$ cat src/rtl/sertx_fifo.sv
module sertx_fifo #(
  parameter int DEPTH         = 4,
  parameter int TICKS_PER_BIT = 16
) (
  input  logic       clk,
  input  logic       rst_n,
  input  logic       wr_en,
  input  logic [7:0] wr_data,
  input  logic [1:0] cfg_len,
  input  logic       cfg_par_off,
  input  logic       cfg_par_odd,
  input  logic       cfg_one_stop,
  input  logic       irq_en,
  input  logic       baud_tick,
  output logic       txd,
  output logic       buf_empty,
  output logic       buf_full,
  output logic       tx_busy,
  output logic       irq
);
  localparam int AW = (DEPTH > 1) ? $clog2(DEPTH) : 1;
  localparam int CW = $clog2(DEPTH + 1);
  localparam int TW = (TICKS_PER_BIT > 1) ? $clog2(TICKS_PER_BIT) : 1;
  localparam int FW = 12;
  localparam logic [AW-1:0] LAST_SLOT = AW'(DEPTH - 1);
  localparam logic [TW-1:0] LAST_TICK = TW'(TICKS_PER_BIT - 1);

  logic [7:0]    mem [DEPTH];
  logic [AW-1:0] rd_ptr, wr_ptr;
  logic [CW-1:0] cnt;
  logic          loaded, running;
  logic [FW-1:0] sh, frame;
  logic [3:0]    bits_left, nbits, ndata;
  logic [TW-1:0] tcnt;

  wire push = wr_en && !buf_full;
  wire pop  = !loaded && !running && (cnt != '0);

  assign buf_full  = (cnt == CW'(DEPTH));
  assign buf_empty = (cnt == '0);
  assign tx_busy   = !buf_empty || loaded || running;
  assign irq       = irq_en && buf_empty;
  assign ndata     = 4'd8 - {2'b00, cfg_len};
  assign nbits     = 4'd2 + ndata + {3'b000, !cfg_par_off} + {3'b000, !cfg_one_stop};

  always_comb begin
    logic par;
    par   = cfg_par_odd;
    frame = '1;
    frame[0] = 1'b0;
    for (int i = 0; i < 8; i++) begin
      if (i < int'(ndata)) begin
        frame[i+1] = mem[rd_ptr][i];
        par = par ^ mem[rd_ptr][i];
      end
    end
    if (!cfg_par_off) frame[ndata+1] = par;
  end

  always_ff @(posedge clk) begin
    if (push) mem[wr_ptr] <= wr_data;
  end

  always_ff @(posedge clk or negedge rst_n) begin
    if (!rst_n) begin
      rd_ptr <= '0;
      wr_ptr <= '0;
      cnt    <= '0;
    end else begin
      if (push) wr_ptr <= (wr_ptr == LAST_SLOT) ? '0 : wr_ptr + 1'b1;
      if (pop)  rd_ptr <= (rd_ptr == LAST_SLOT) ? '0 : rd_ptr + 1'b1;
      if (push && !pop)      cnt <= cnt + 1'b1;
      else if (pop && !push) cnt <= cnt - 1'b1;
    end
  end

  always_ff @(posedge clk or negedge rst_n) begin
    if (!rst_n) begin
      loaded    <= 1'b0;
      running   <= 1'b0;
      sh        <= '1;
      bits_left <= '0;
      tcnt      <= '0;
      txd       <= 1'b1;
    end else if (pop) begin
      sh        <= frame;
      bits_left <= nbits;
      loaded    <= 1'b1;
    end else if (baud_tick) begin
      if (loaded) begin
        loaded  <= 1'b0;
        running <= 1'b1;
        tcnt    <= '0;
        txd     <= sh[0];
      end else if (running) begin
        if (tcnt == LAST_TICK) begin
          tcnt <= '0;
          if (bits_left == 4'd1) begin
            running <= 1'b0;
            txd     <= 1'b1;
          end else begin
            sh        <= {1'b1, sh[FW-1:1]};
            bits_left <= bits_left - 1'b1;
            txd       <= sh[1];
          end
        end else begin
          tcnt <= tcnt + 1'b1;
        end
      end
    end
  end
endmodule

$ cat config.mk
export PLATFORM = sky130hd
export DESIGN_NAME = sertx_fifo
export DESIGN_NICKNAME = d
export VERILOG_FILES = /design/src/rtl/sertx_fifo.sv
export SDC_FILE = /design/constraint.sdc
export NUM_CORES = 1
export LEC_CHECK = 0
export BUFFER_PORTS_ARGS = -buffer_cell sky130_fd_sc_hd__buf_2
export CORE_ASPECT_RATIO = 0.75
export CORE_MARGIN = 3
export CORE_UTILIZATION = 60
export CTS_CLUSTER_SIZE = 8
export DETAILED_ROUTE_END_ITERATION = 7
export GPL_TIMING_DRIVEN = 0
export HOLD_SLACK_MARGIN = 0.02
export PLACE_DENSITY = 0.79
export SLEW_MARGIN = 20
export SYNTH_ARGS = -nofsm -noshare
export SYNTH_HDL_FRONTEND = slang
export SYNTH_SLANG_ARGS = --single-unit
$ cat constraint.sdc
create_clock -name clk -period 3.3 [get_ports clk]
set_input_delay 0.66 -clock clk [delete_from_list [all_inputs] [get_ports clk]]
set_output_delay 0.66 -clock clk [all_outputs]
set_load 0.02 [all_outputs]
; After elaboration in Yosys (flattened, before gate mapping)
; Memories as Yosys holds them, arrays and structs flattened.
; Cells that the tools add are included.
; Widths: inputs -> output; s select.
[word_totals]
regBits = 30
mem_bits_rw = 32
inputBits = 18
output_inout_bits = 5
elab_cells = 127
mem_count = 1
[op_classes]
addsub = 11
n_lt_le_gt_ge = 10
eq_ne = 7
muxes = 51
bitwise_logic = 9
n_reduce_logical = 29
[mem_list]
columns = memory, depth, width, rd, rd_clocked_by_memory_dff, wr, line
row1 = mem, 4, 8, 1, 0, 1, 28  ; logic [7:0] mem [DEPTH];
[op_table]
columns = cell, n
row1 = $mux 12, 7
row2 = $mux 4, 9
row3 = $mux 1, 29
row4 = $lt 3x4->1 const A, 4
row5 = $bwmux 12, 1
row6 = $reduce_bool 2->1, 6
row7 = $add 4x1->4, 2
row8 = $logic_not 1->1, 8
row9 = $lt 1x4->1 const A, 2
row10 = $lt 2x4->1 const A, 2
row11 = $xor 1x1->1, 8
row12 = $logic_and 1x1->1, 7
row13 = $mux 3, 2
row14 = $add 4x1->5 const B, 1
row15 = $ge 5x1->1 const B, 1
row16 = $lt 5x5->1 const B, 1
row17 = $reduce_and 5->1, 1
row18 = $add 2x1->2 const B, 2
row19 = $add 2x4->4 const A, 1
row20 = $add 4x1->4 const B, 1
row21 = $demux 1 s4, 1
row22 = $eq 2x2->1 const B, 2
row23 = $eq 4x1->1 const B, 1
row24 = $eq 4x4->1 const B, 1
row25 = 15 further kinds, 17

; Depth between registers and ports, before layout
; Gate-level depths: netlist (run 1).
[depth]
word_depth = 20
depth_mapped = 10
depth_no_buf = 9

; Worst setup path after synthesis (run 1)
; OpenSTA, ideal clock, no wires.
[synth_path]
path_type = reg2reg
startpoint = reg cnt[0]
endpoint = reg cnt[2]
setup_time_ns = 0.079
arrival_time_ns = 2.805
required_ns = 3.221
slack_ns = 0.416
stages_incl_launch_ff = 11
period_less_slack_ns = 2.884
cell_sequence = dfrtp_1 -> nor3_1 -> nor3_1 -> inv_1 -> clkbuf_1 -> ha_1 -> inv_1 -> fa_1 -> xor2_1 -> nor2_1 -> xor2_1
[synth_between]
elab_chain_cells = 6
elab_cells_between_ends = 14
classes_between = add/sub (2) / eq/ne (1) / mux (2) / reduce/logical (9)
[synth_lines]
columns = element, line
row1 = "start, declared", 30  ; logic [CW-1:0] cnt;
row2 = "start signal, assigned", 72  ; if (push && !pop) cnt <= cnt + 1'b1;
row3 = "start signal, assigned", 73  ; else if (pop && !push) cnt <= cnt - 1'b1;
row4 = "parallel branches: the longest is 6 deep, another holds $sub 3x1->3", --
; Several ways; the timed one is not identified. The select of a mux whose other input is x is not followed.
; A chain may end at the register's enable or synchronous reset.

; Worst setup path in the final report (run 1)
; Ends and elaborated chain as after synthesis.

==> results of run 1 <==
[per-stage QoR]
step | utilization (%) | instances | hold WS [ns]
finish | 71.7 | 372 | 0.353
global route | 71.7 | 372 | 0.384
CTS | 71.6 | 372 | 0.363
detailed placement | 67.9 | 356 | 0.471
global placement | 67.9 | 356 | 0.466
floorplan | - | 262 | 0.364
[registers in the layout, indices dropped and copies added, names as in the netlist]
register and cells:
bits_left 4, cnt 3, loaded 1, mem 32
rd_ptr 2, running 1, sh 12, tcnt 4
txd 1, wr_ptr 2
[power groups by stage]
stage	combinational [uW]	sequential (uW)	clock, uW
3_3_place_gp	1370	1270	0
2_1_floorplan	1110	1240	0
5_1_grt	1600	1310	701
4_1_cts	1420	1270	663
6_report	1420	1270	651
3_5_place_dp	1420	1280	0
[cells in the final DEF (no fill, tap or decap), types with 2 or more instances in the layout]
cell,Yosys,layout
and2_1,7,7
nand2b_1,2,2
xnor2_1,11,11
o2bb2ai_1,2,2
clkinv_2,0,3
nor3_1,8,7
nand3_1,4,4
dfrtp_1,17,17
buf_2,0,22
o21ai_0,21,21
fa_1,2,2
or3_1,5,5
mux4_2,8,8
nand2_1,24,24
mux2_2,2,2
nor3b_1,5,5
nor2b_1,2,2
clkbuf_8,0,10
o22ai_1,2,2
o31a_1,2,2
ha_1,19,19
o41a_1,2,2
a21oi_1,4,4
nor2_1,7,7
xor2_1,4,4
edfxtp_1,32,32
clkbuf_1,9,10
mux2i_1,11,11
dfstp_2,13,13
inv_1,17,17
nand3b_1,3,3
buf_1,2,2
[metal layers]
layer / vias up / routed length (um)
li1: 1002 / -
met1: 1055 / 2840
met2: 53 / 2840
met3: 10 / 344
met4: 0 / 69
met5: - / 0
[worst max-delay path, cell delays in order (launching register included)]
cell	delay, ns
dfrtp_1	0.45
nor3_1	0.45
nor3_2	0.20
inv_1	0.23
clkbuf_1	0.44
ha_1	0.29
inv_1	0.06
fa_1	0.37
xor2_1	0.15
nor2_1	0.11
xor2_1	0.16
[cells by family after synthesis]
| group | synth area share, % |
|---|---|
| XOR/XNOR | 4.59 |
| flip-flops | 53.7 |
| AO/OA/AOI/OAI | 8.13 |
| AND/OR/NAND/NOR | 11.6 |
| buffers and inverters | 3.62 |
| adder cells (fa/ha/maj) | 8.63 |
| multiplexers | 9.72 |
[worst paths after layout]
check	startpoint	to	slack (ns)	cells past startpoint
max	cnt[0]	cnt[2]	0.31	10
min	rst_n	bits_left[0]	0.35	1
max reg2reg	cnt[0]	cnt[2]	0.31	10
min reg2reg	txd	txd	0.48	2
max in group asynchronous	rst_n	tcnt[2]	2.50	1
min in group clk	txd	txd	0.48	2
[repair_timing]
item	CTS	global route
setup buffers	0	0
hold buffers	0	0
resized for setup	0	1
endpoints found under the setup margin	0	2
hold endpoints to repair	0	0
[final cells by class]
type	instances	area (um2)
Buffer	12	52.6
Clock buffer	11	141
Clock inverter	5	48.8
Fill cell	361	1420
Inverter	17	63.8
Multi-Input combinational cell	171	1380
Sequential cell	62	1730
Tap cell	72	90.1
Timing Repair Buffer	22	110
==> impl_metrics.py, run 1 <==
metrics = {
    "status": {
        "status": "complete, no violations",
    },
    "timing": {
        "finalClockSkew_ns": 0.00703,
        "hold_viol": 0,
        "rsz0062_at_grt": "false",
        "max_slew_margin_pct": 53.2,
        "max_freq_mhz": 334,
        "finalSetupTns_ns": 0,
        "fin_ws_ns": 0.306,
        "setup_viol": 0,
        "slew_violations": 0,
        "period_needed_ns": 2.99,
        "worst_pin_slew_ns": 0.702,
        "period_share_pct": 90.7,
    },
    "setup_path": {
        "start_kind": "register",
        "endpoint_kind": "register",
        "arrival_ns": 3.25,
        "critPathMaxFanout": 10,
        "crit_type": "register to register",
        "crit_required_ns": 3.56,
    },
    "pwr": {
        "clockPowerShare_pct": 19.5,
        "irDropWorstVdd_v": 0.000456,
        "power_frac_comb_pct": 42.4,
        "power_switching_uw": 1230,
        "power_density_mw_per_mm2": 925,
        "power_frac_seq_pct": 38.1,
        "p_leak_uw": 0.00148,
        "p_sw_share_pct": 37.0,
        "internal_power_uw": 2110,
        "totalPowerFinal_uw": 3340,
    },
    "cts": {
        "clock_tree.buffer_depth": 2,
        "cts-htree-levels": 3,
        "cts_root_buffer": "clkbuf_8",
        "cts_buffers": 9,
        "path_clk_slew_ns": 0.07,
        "cts_sinks": 62,
        "clk-insertion-delay-late_ns": 0.34,
        "cts_tree": "built",
    },
    "die": {
        "coreArea_mm2": 0.00504,
        "start_util_pct": 63.9,
        "dieArea_mm2": 0.00629,
        "fp.dieW_um": 90.6,
        "die_height_um": 69.4,
        "num_io_pins": 23,
        "num_rows": 22,
    },
    "grt": {
        "grt_overflow": 0,
        "met1_usage_pct": 31.2,
        "grt_util_met2_pct": 33.5,
        "grt_max_degree": 31,
        "grt_usage_pct": 22.1,
        "antenna_found_initial": 0,
        "globalRouteMet3Util_pct": 7.48,
        "top_usage_layer": "met2",
        "grt_pass1_wl_um": 10700,
        "first_global_vias": 2201,
    },
    "synthesis": {
        "syn_inst": 262,
        "synth_area_mm2": 0.00322,
        "synth_top_cell_by_area": "edfxtp_1",
        "synth_seq_cells": 62,
        "synth_nets": 301,
        "synth_edf_count": 32,
        "synth_ff_type": "edfxtp_1",
        "synth.avg_cell_area_um2": 12.3,
        "ys_seq_area_share_pct": 53.7,
        "yosysUniqueCellTypes": 44,
        "yosys_warnings": 0,
        "synth_area_leaders": "edfxtp_1 30%, dfrtp_1 13%, dfstp_2 11%",
        "synth_async_sr_flop_share_pct": 48.4,
        "netlist_top_cells_count": "32 x edfxtp_1, 24 x nand2_1, 21 x o21ai_0",
        "synth_top_area_share_pct": 29.9,
        "yosysMostFrequentCell": "edfxtp_1",
    },
    "worst_hold_path": {
        "hold_class": "input pin to asynchronous set/reset pin",
    },
    "layout": {
        "drive_above_1_share_pct": 20.7,
        "nets": 334,
        "antenna_cells": 0,
        "area_delta_synth_final_pct": 12.3,
        "final_area_mm2": 0.00361,
    },
    "place": {
        "place_congestion": 0.784,
        "postPlaceCellArea_mm2": 0.00342,
        "place_hpwl_um": 4350,
        "place_ws_ns": 0.0712,
        "port_buffers": 22,
    },
    "route": {
        "avgViaCountPerCell": 5.70,
        "drt-total-wl_um": 6090,
        "drt_first_pass_iters": 4,
        "avgRoutedWirePerCell_um": 16.4,
        "drc": 0,
        "final_antenna_net_count": 0,
        "drt_iter0_drc": 107,
        "vias": 2120,
    },
    "job": {
        "maxCapViolCount": 0,
    },
}
Power figures use the tool's default switching activity.
==> run 2, diff against run 1 <==
--- a/config.mk
+++ b/config.mk
@@ -8,12 +8,13 @@
 export BUFFER_PORTS_ARGS = -buffer_cell sky130_fd_sc_hd__buf_2
 export CORE_ASPECT_RATIO = 0.75
 export CORE_MARGIN = 3
-export CORE_UTILIZATION = 60
+export CORE_UTILIZATION = 62
+export CTS_BUF_LIST = sky130_fd_sc_hd__clkbuf_8
 export CTS_CLUSTER_SIZE = 8
 export DETAILED_ROUTE_END_ITERATION = 7
 export GPL_TIMING_DRIVEN = 0
 export HOLD_SLACK_MARGIN = 0.02
-export PLACE_DENSITY = 0.79
+export PLACE_DENSITY = 0.82
 export SLEW_MARGIN = 20
 export SYNTH_ARGS = -nofsm -noshare
 export SYNTH_HDL_FRONTEND = slang
==> run 2 against run 1 <==
Global-route usage grew 0.11 points. Largest power group unchanged. Highest routed layer unchanged. Critical endpoint unchanged. Hold slack worse by 0.0030 ns. Largest cell class unchanged. Via count is 1.4% lower.
==> impl_metrics.py, run 2 (same netlist as run 1, synthesis figures left out) <==
metrics = {
    "cts": {
        "cts_root_buffer": "clkbuf_8",
        "cts-htree-levels": 3,
        "clk-insertion-delay-late_ns": 0.34,
        "cts_sinks": 62,
        "cts_tree": "built",
        "clock_tree.buffer_depth": 2,
        "cts_buffers": 9,
        "cts_setup_buffers": 0,
        "path_clk_slew_ns": 0.07,
        "cts_hold_repair.buffers": 0,
    },
    "die": {
        "start_util_pct": 64.9,
        "coreArea_mm2": 0.00495,
        "die_height_um": 68.4,
        "num_io_pins": 23,
        "fp.dieW_um": 89.2,
        "num_rows": 22,
        "dieArea_mm2": 0.00610,
    },
    "grt": {
        "first_global_vias": 2067,
        "grt_pass1_wl_um": 9850,
        "grt_overflow": 0,
        "grt_usage_pct": 22.2,
        "grt_max_degree": 31,
        "antenna_found_initial": 0,
    },
    "route": {
        "drc": 0,
        "final_antenna_net_count": 0,
        "vias": 2091,
        "drt_iter0_drc": 84,
        "avgViaCountPerCell": 5.81,
        "drt-total-wl_um": 6010,
        "avgRoutedWirePerCell_um": 16.7,
        "drt_first_pass_iters": 4,
    },
    "timing": {
        "worst_pin_slew_ns": 0.715,
        "finalSetupTns_ns": 0,
        "slew_violations": 0,
        "max_freq_mhz": 333,
        "period_needed_ns": 3.00,
        "rsz0062_at_grt": "false",
        "hold_viol": 0,
        "finalClockSkew_ns": 0.00584,
        "max_slew_margin_pct": 52.3,
        "fin_ws_ns": 0.299,
        "period_share_pct": 90.9,
        "setup_viol": 0,
    },
    "layout": {
        "drive_above_1_share_pct": 21.3,
        "multiInputGateArea_mm2": 0.00138,
        "final_common_cell": "edfxtp_1",
        "nets": 334,
        "seqCellArea_mm2": 0.00173,
        "final_cell_mix": "32 x edfxtp_1, 24 x nand2_1, 22 x buf_2, 21 x o21ai_0, 19 x ha_1",
        "reg.largest.list": "mem: 32 flops, sh: 12 flops",
        "largest_register": "mem",
        "antenna_cells": 0,
        "largest_register_ffs": 32,
        "n_fill_cell": 320,
        "area_delta_synth_final_pct": 12.9,
    },
    "setup_path": {
        "r2r_setup_slack_ns": 0.30,
        "arrival_ns": 3.26,
        "start_kind": "register",
        "crit_type": "register to register",
        "crit_required_ns": 3.56,
        "critPathMaxFanout": 10,
        "critPathMaxStageDelay_ns": 0.49,
        "cp-startpoint": "cnt[0]",
        "timing.rr.start": "cnt[0]",
        "crit_chain": "nor3_1, nor3_2, inv_1, clkbuf_1, ha_1, inv_1, fa_1, xor2_1, nor2_1, xor2_1",
        "critPathSlowestCell": "nor3_1",
        "worst-path-buf-inv": 3,
        "cp_top_family": "simple AND/OR/NAND/NOR gates",
        "endpoint_kind": "register",
        "reg2reg_to": "cnt[2]",
        "reg2reg_depth": 10,
        "endpoint": "cnt[2]",
        "critical_path_depth": 10,
    },
    "place": {
        "place_ws_ns": 0.0585,
        "place_congestion": 0.850,
        "port_buffers": 22,
        "place_hpwl_um": 4150,
    },
    "pwr": {
        "irDropWorstVdd_v": 0.000686,
        "p_leak_uw": 0.00149,
        "power_density_mw_per_mm2": 944,
    },
    "job": {
        "maxCapViolCount": 0,
    },
    "worst_hold_path": {
        "hold_class": "input pin to asynchronous set/reset pin",
    },
    "status": {
        "status": "complete, no violations",
    },
}
-- run 2: cell types whose count changed in the layout (fill, tap and decap cells not counted), sizes merged --
cell | previous run | this run
clkbuf | 20 | 18
clkinv | 4 | 1
bufinv | 1 | 2
clkinvlp | 0 | 1
inv | 17 | 20
-- run 2: through the flow --
step	hold slack, ns	utilization, %	cell area, um2	total power (uW)	cells
after floorplan	0.364	-	3220	2350	262
after global placement	0.470	68.7	3400	2620	344
after detailed placement	0.484	68.7	3400	2680	344
after CTS	0.359	73.3	3630	3450	360
after global routing	0.385	73.4	3630	3660	360
final	0.350	73.4	3630	3430	360
-- run 2: cell type report --
class / count / area share (%)
buffer: 12 / 1.45
clock buffer: 9 / 3.41
clock inverter: 7 / 2.82
inverter: 17 / 1.76
multi-input combinational: 171 / 37.9
sequential: 62 / 47.5
tap: 60 / 2.07
timing repair buffer: 22 / 3.03
-- run 2: what timing repair did --
| item | 4_1_cts | 5_1_grt |
|---|---|---|
| resized for setup | 0 | 1 |
| endpoints found under the setup margin | 0 | 2 |
| endpoints found under the hold margin | 0 | 0 |
-- run 2: power breakdown --
part	internal [uW]	switching [uW]	total, uW	leakage, uW
Clock	434	318	752	0.000111
Sequential	1130	140	1270	0.000632
Combinational	620	792	1410	0.000744
Total	2180	1250	3430	0.00149
-- run 2: how the worst min path moves through the flow --
stage               cells after the start  slack, ns            to
floorplan                               0       0.36  bits_left[0]
global placement                        2       0.47           txd
detailed placement                      2       0.48           txd
CTS                                     1       0.36  bits_left[0]
global route                            1       0.39  bits_left[2]
finish                                  1       0.35  bits_left[0]
-- run 2: worst register-to-register path, stage by stage, from the launching register on --
cell and delay (ns):
dfrtp_1 0.43, nor3_1 0.49, nor3_2 0.20, inv_1 0.25, clkbuf_1 0.42, ha_1 0.28
inv_1 0.07, fa_1 0.38, xor2_1 0.15, nor2_1 0.11, xor2_1 0.15
-- run 2: layer usage --
| layer | part of all wire [%] | track usage [%] | vias up |
|---|---|---|---|
| met4 | 1.9 | 8.55 | 0 |
| met3 | 5.0 | 6.98 | 14 |
| met5 | 0 | 0 | - |
| met1 | 46 | 29.4 | 1019 |
| li1 | - | - | 1000 |
| met2 | 47 | 34.4 | 58 |
==> run 3, diff against run 2 <==
--- a/config.mk
+++ b/config.mk
@@ -8,13 +8,13 @@
 export BUFFER_PORTS_ARGS = -buffer_cell sky130_fd_sc_hd__buf_2
 export CORE_ASPECT_RATIO = 0.75
 export CORE_MARGIN = 3
-export CORE_UTILIZATION = 62
+export CORE_UTILIZATION = 56
 export CTS_BUF_LIST = sky130_fd_sc_hd__clkbuf_8
 export CTS_CLUSTER_SIZE = 8
 export DETAILED_ROUTE_END_ITERATION = 7
 export GPL_TIMING_DRIVEN = 0
 export HOLD_SLACK_MARGIN = 0.02
-export PLACE_DENSITY = 0.82
+export PLACE_DENSITY = 0.78
 export SLEW_MARGIN = 20
 export SYNTH_ARGS = -nofsm -noshare
 export SYNTH_HDL_FRONTEND = slang
==> constraint.sdc (replaced) <==
create_clock -name clk -period 2.7 [get_ports clk]
set_input_delay 0.54 -clock clk [delete_from_list [all_inputs] [get_ports clk]]
set_output_delay 0.54 -clock clk [all_outputs]
set_load 0.02 [all_outputs]
==> run 3 against run 2 <==
Sequential power rose by 24%. Final cell count up 3.9%. Clock skew is 0.0010 ns higher. Routed wire length decreased by 5.0%. Global-route usage fell by 3.3 points. First-iteration DRC count decreased by 3.6%. Clock power increased by 9.0%. Die area rose by 9.9%. Worst setup slack got worse by 0.094 ns. Highest routed layer unchanged.
==> impl_metrics.py, run 3 (same netlist as run 1, synthesis figures left out) <==
metrics = {
    "status": {
        "status": "complete, no violations",
    },
    "layout": {
        "area_delta_synth_final_pct": 13.5,
        "reg.largest.list": "mem: 32 flops, sh: 12 flops",
        "nets": 333,
        "largest_register": "mem",
        "seqCellArea_mm2": 0.00173,
        "largest_register_ffs": 32,
        "utilization_pct": 67.1,
        "multiInputGateArea_mm2": 0.00140,
        "drive_above_1_share_pct": 23.1,
        "final_cell_mix": "32 x edfxtp_1, 24 x buf_2, 24 x nand2_1, 21 x o21ai_0, 19 x ha_1",
        "final_common_cell": "edfxtp_1",
        "antenna_cells": 0,
        "n_fill_cell": 409,
    },
    "setup_path": {
        "worst-path-buf-inv": 1,
        "endpoint_kind": "register",
        "cp_top_family": "XOR/XNOR gates",
        "reg2reg_to": "sh[8]",
        "crit_required_ns": 2.96,
        "arrival_ns": 2.76,
        "cp-startpoint": "rd_ptr[0]",
        "crit_chain": "buf_6, mux4_2, xnor2_1, xnor2_1, xnor2_2, xnor2_1, o41a_1",
        "cp_common_cell": "xnor2_1",
        "critPathMaxFanout": 10,
        "r2r_setup_slack_ns": 0.20,
        "crit_type": "register to register",
        "timing.rr.start": "rd_ptr[0]",
        "critPathSlowestCell": "mux4_2",
        "critPathMaxStageDelay_ns": 0.56,
        "start_kind": "register",
        "reg2reg_depth": 7,
    },
    "pwr": {
        "p_leak_uw": 0.00148,
        "power_density_mw_per_mm2": 1130,
        "irDropWorstVdd_v": 0.000501,
    },
    "timing": {
        "rsz0062_at_grt": "false",
        "setup_viol": 0,
        "period_share_pct": 92.4,
        "slew_violations": 0,
        "finalSetupTns_ns": 0,
        "max_slew_margin_pct": 55.9,
        "period_needed_ns": 2.50,
        "max_freq_mhz": 401,
        "worst_pin_slew_ns": 0.662,
        "finalClockSkew_ns": 0.00686,
        "holdWs_ns": 0.233,
        "hold_viol": 0,
        "fin_ws_ns": 0.205,
    },
    "grt": {
        "grt_max_degree": 31,
        "grt_usage_pct": 18.8,
        "grt_overflow": 0,
        "first_global_vias": 2069,
        "grt_pass1_wl_um": 9690,
        "antenna_found_initial": 0,
    },
    "cts": {
        "cts_buffers": 9,
        "cts_setup_buffers": 0,
        "cts_sinks": 62,
        "path_clk_slew_ns": 0.07,
        "cts-htree-levels": 3,
        "clk-insertion-delay-late_ns": 0.33,
        "cts_root_buffer": "clkbuf_8",
        "cts_tree": "built",
        "clock_tree.buffer_depth": 2,
    },
    "route": {
        "drt_iter0_drc": 81,
        "avgRoutedWirePerCell_um": 15.3,
        "drt_first_pass_iters": 4,
        "vias": 2047,
        "drc": 0,
        "final_antenna_net_count": 0,
        "drt-total-wl_um": 5710,
        "avgViaCountPerCell": 5.47,
    },
    "die": {
        "fp.dieW_um": 93.5,
        "num_rows": 23,
        "die_height_um": 71.7,
        "dieArea_mm2": 0.00670,
        "start_util_pct": 59.2,
        "num_io_pins": 23,
        "coreArea_mm2": 0.00544,
    },
    "place": {
        "place_hpwl_um": 4090,
        "place_ws_ns": -0.509,
        "port_buffers": 22,
        "place_congestion": 0.835,
    },
    "job": {
        "maxCapViolCount": 0,
    },
    "worst_hold_path": {
        "hold_class": "input pin to asynchronous set/reset pin",
    },
}
==> run 3: worst max path at each step <==
stage / end / cells past startpoint
final: sh[8] / 7
after global routing: sh[7] / 9
after CTS: cnt[1] / 8
after detailed placement: cnt[1] / 8
after global placement: cnt[1] / 8
after floorplan: cnt[2] / 10
==> run 3: final cells by class <==
| cell class | count | area share [%] |
|---|---|---|
| Sequential cell | 62 | 47.3 |
| Timing Repair Buffer | 22 | 3.02 |
| Tap cell | 75 | 2.57 |
| Clock buffer | 9 | 3.39 |
| Multi-Input combinational cell | 171 | 38.3 |
| Buffer | 11 | 1.41 |
| Inverter | 17 | 1.75 |
| Clock inverter | 7 | 2.19 |
==> run 3: per-layer routing <==
layer,global-route usage (%),part of all wire [%],up-vias
li1,-,-,1002
met1,25.0,47,1002
met2,31.2,49,35
met3,4.30,3.1,8
met4,5.77,0.89,0
met5,0,0,-
==> run 3: power by group <==
group | total [uW] | switching, uW | internal, uW
Combinational | 1720 | 963 | 762
Clock | 820 | 383 | 437
Sequential | 1570 | 195 | 1380
Total | 4120 | 1540 | 2570
==> run 3: timing repair <==
action,CTS,global route
hold buffers,0,0
endpoints found under the setup margin,4,4
pin swaps,0,1
gates resized for setup,4,4
==> run 3: through the flow <==
stage	area, um2	instances	total power, uW
after floorplan	3220	262	2880
after global placement	3430	359	3210
after detailed placement	3430	359	3290
after CTS	3640	375	4140
after global routing	3650	374	4430
final	3650	374	4120
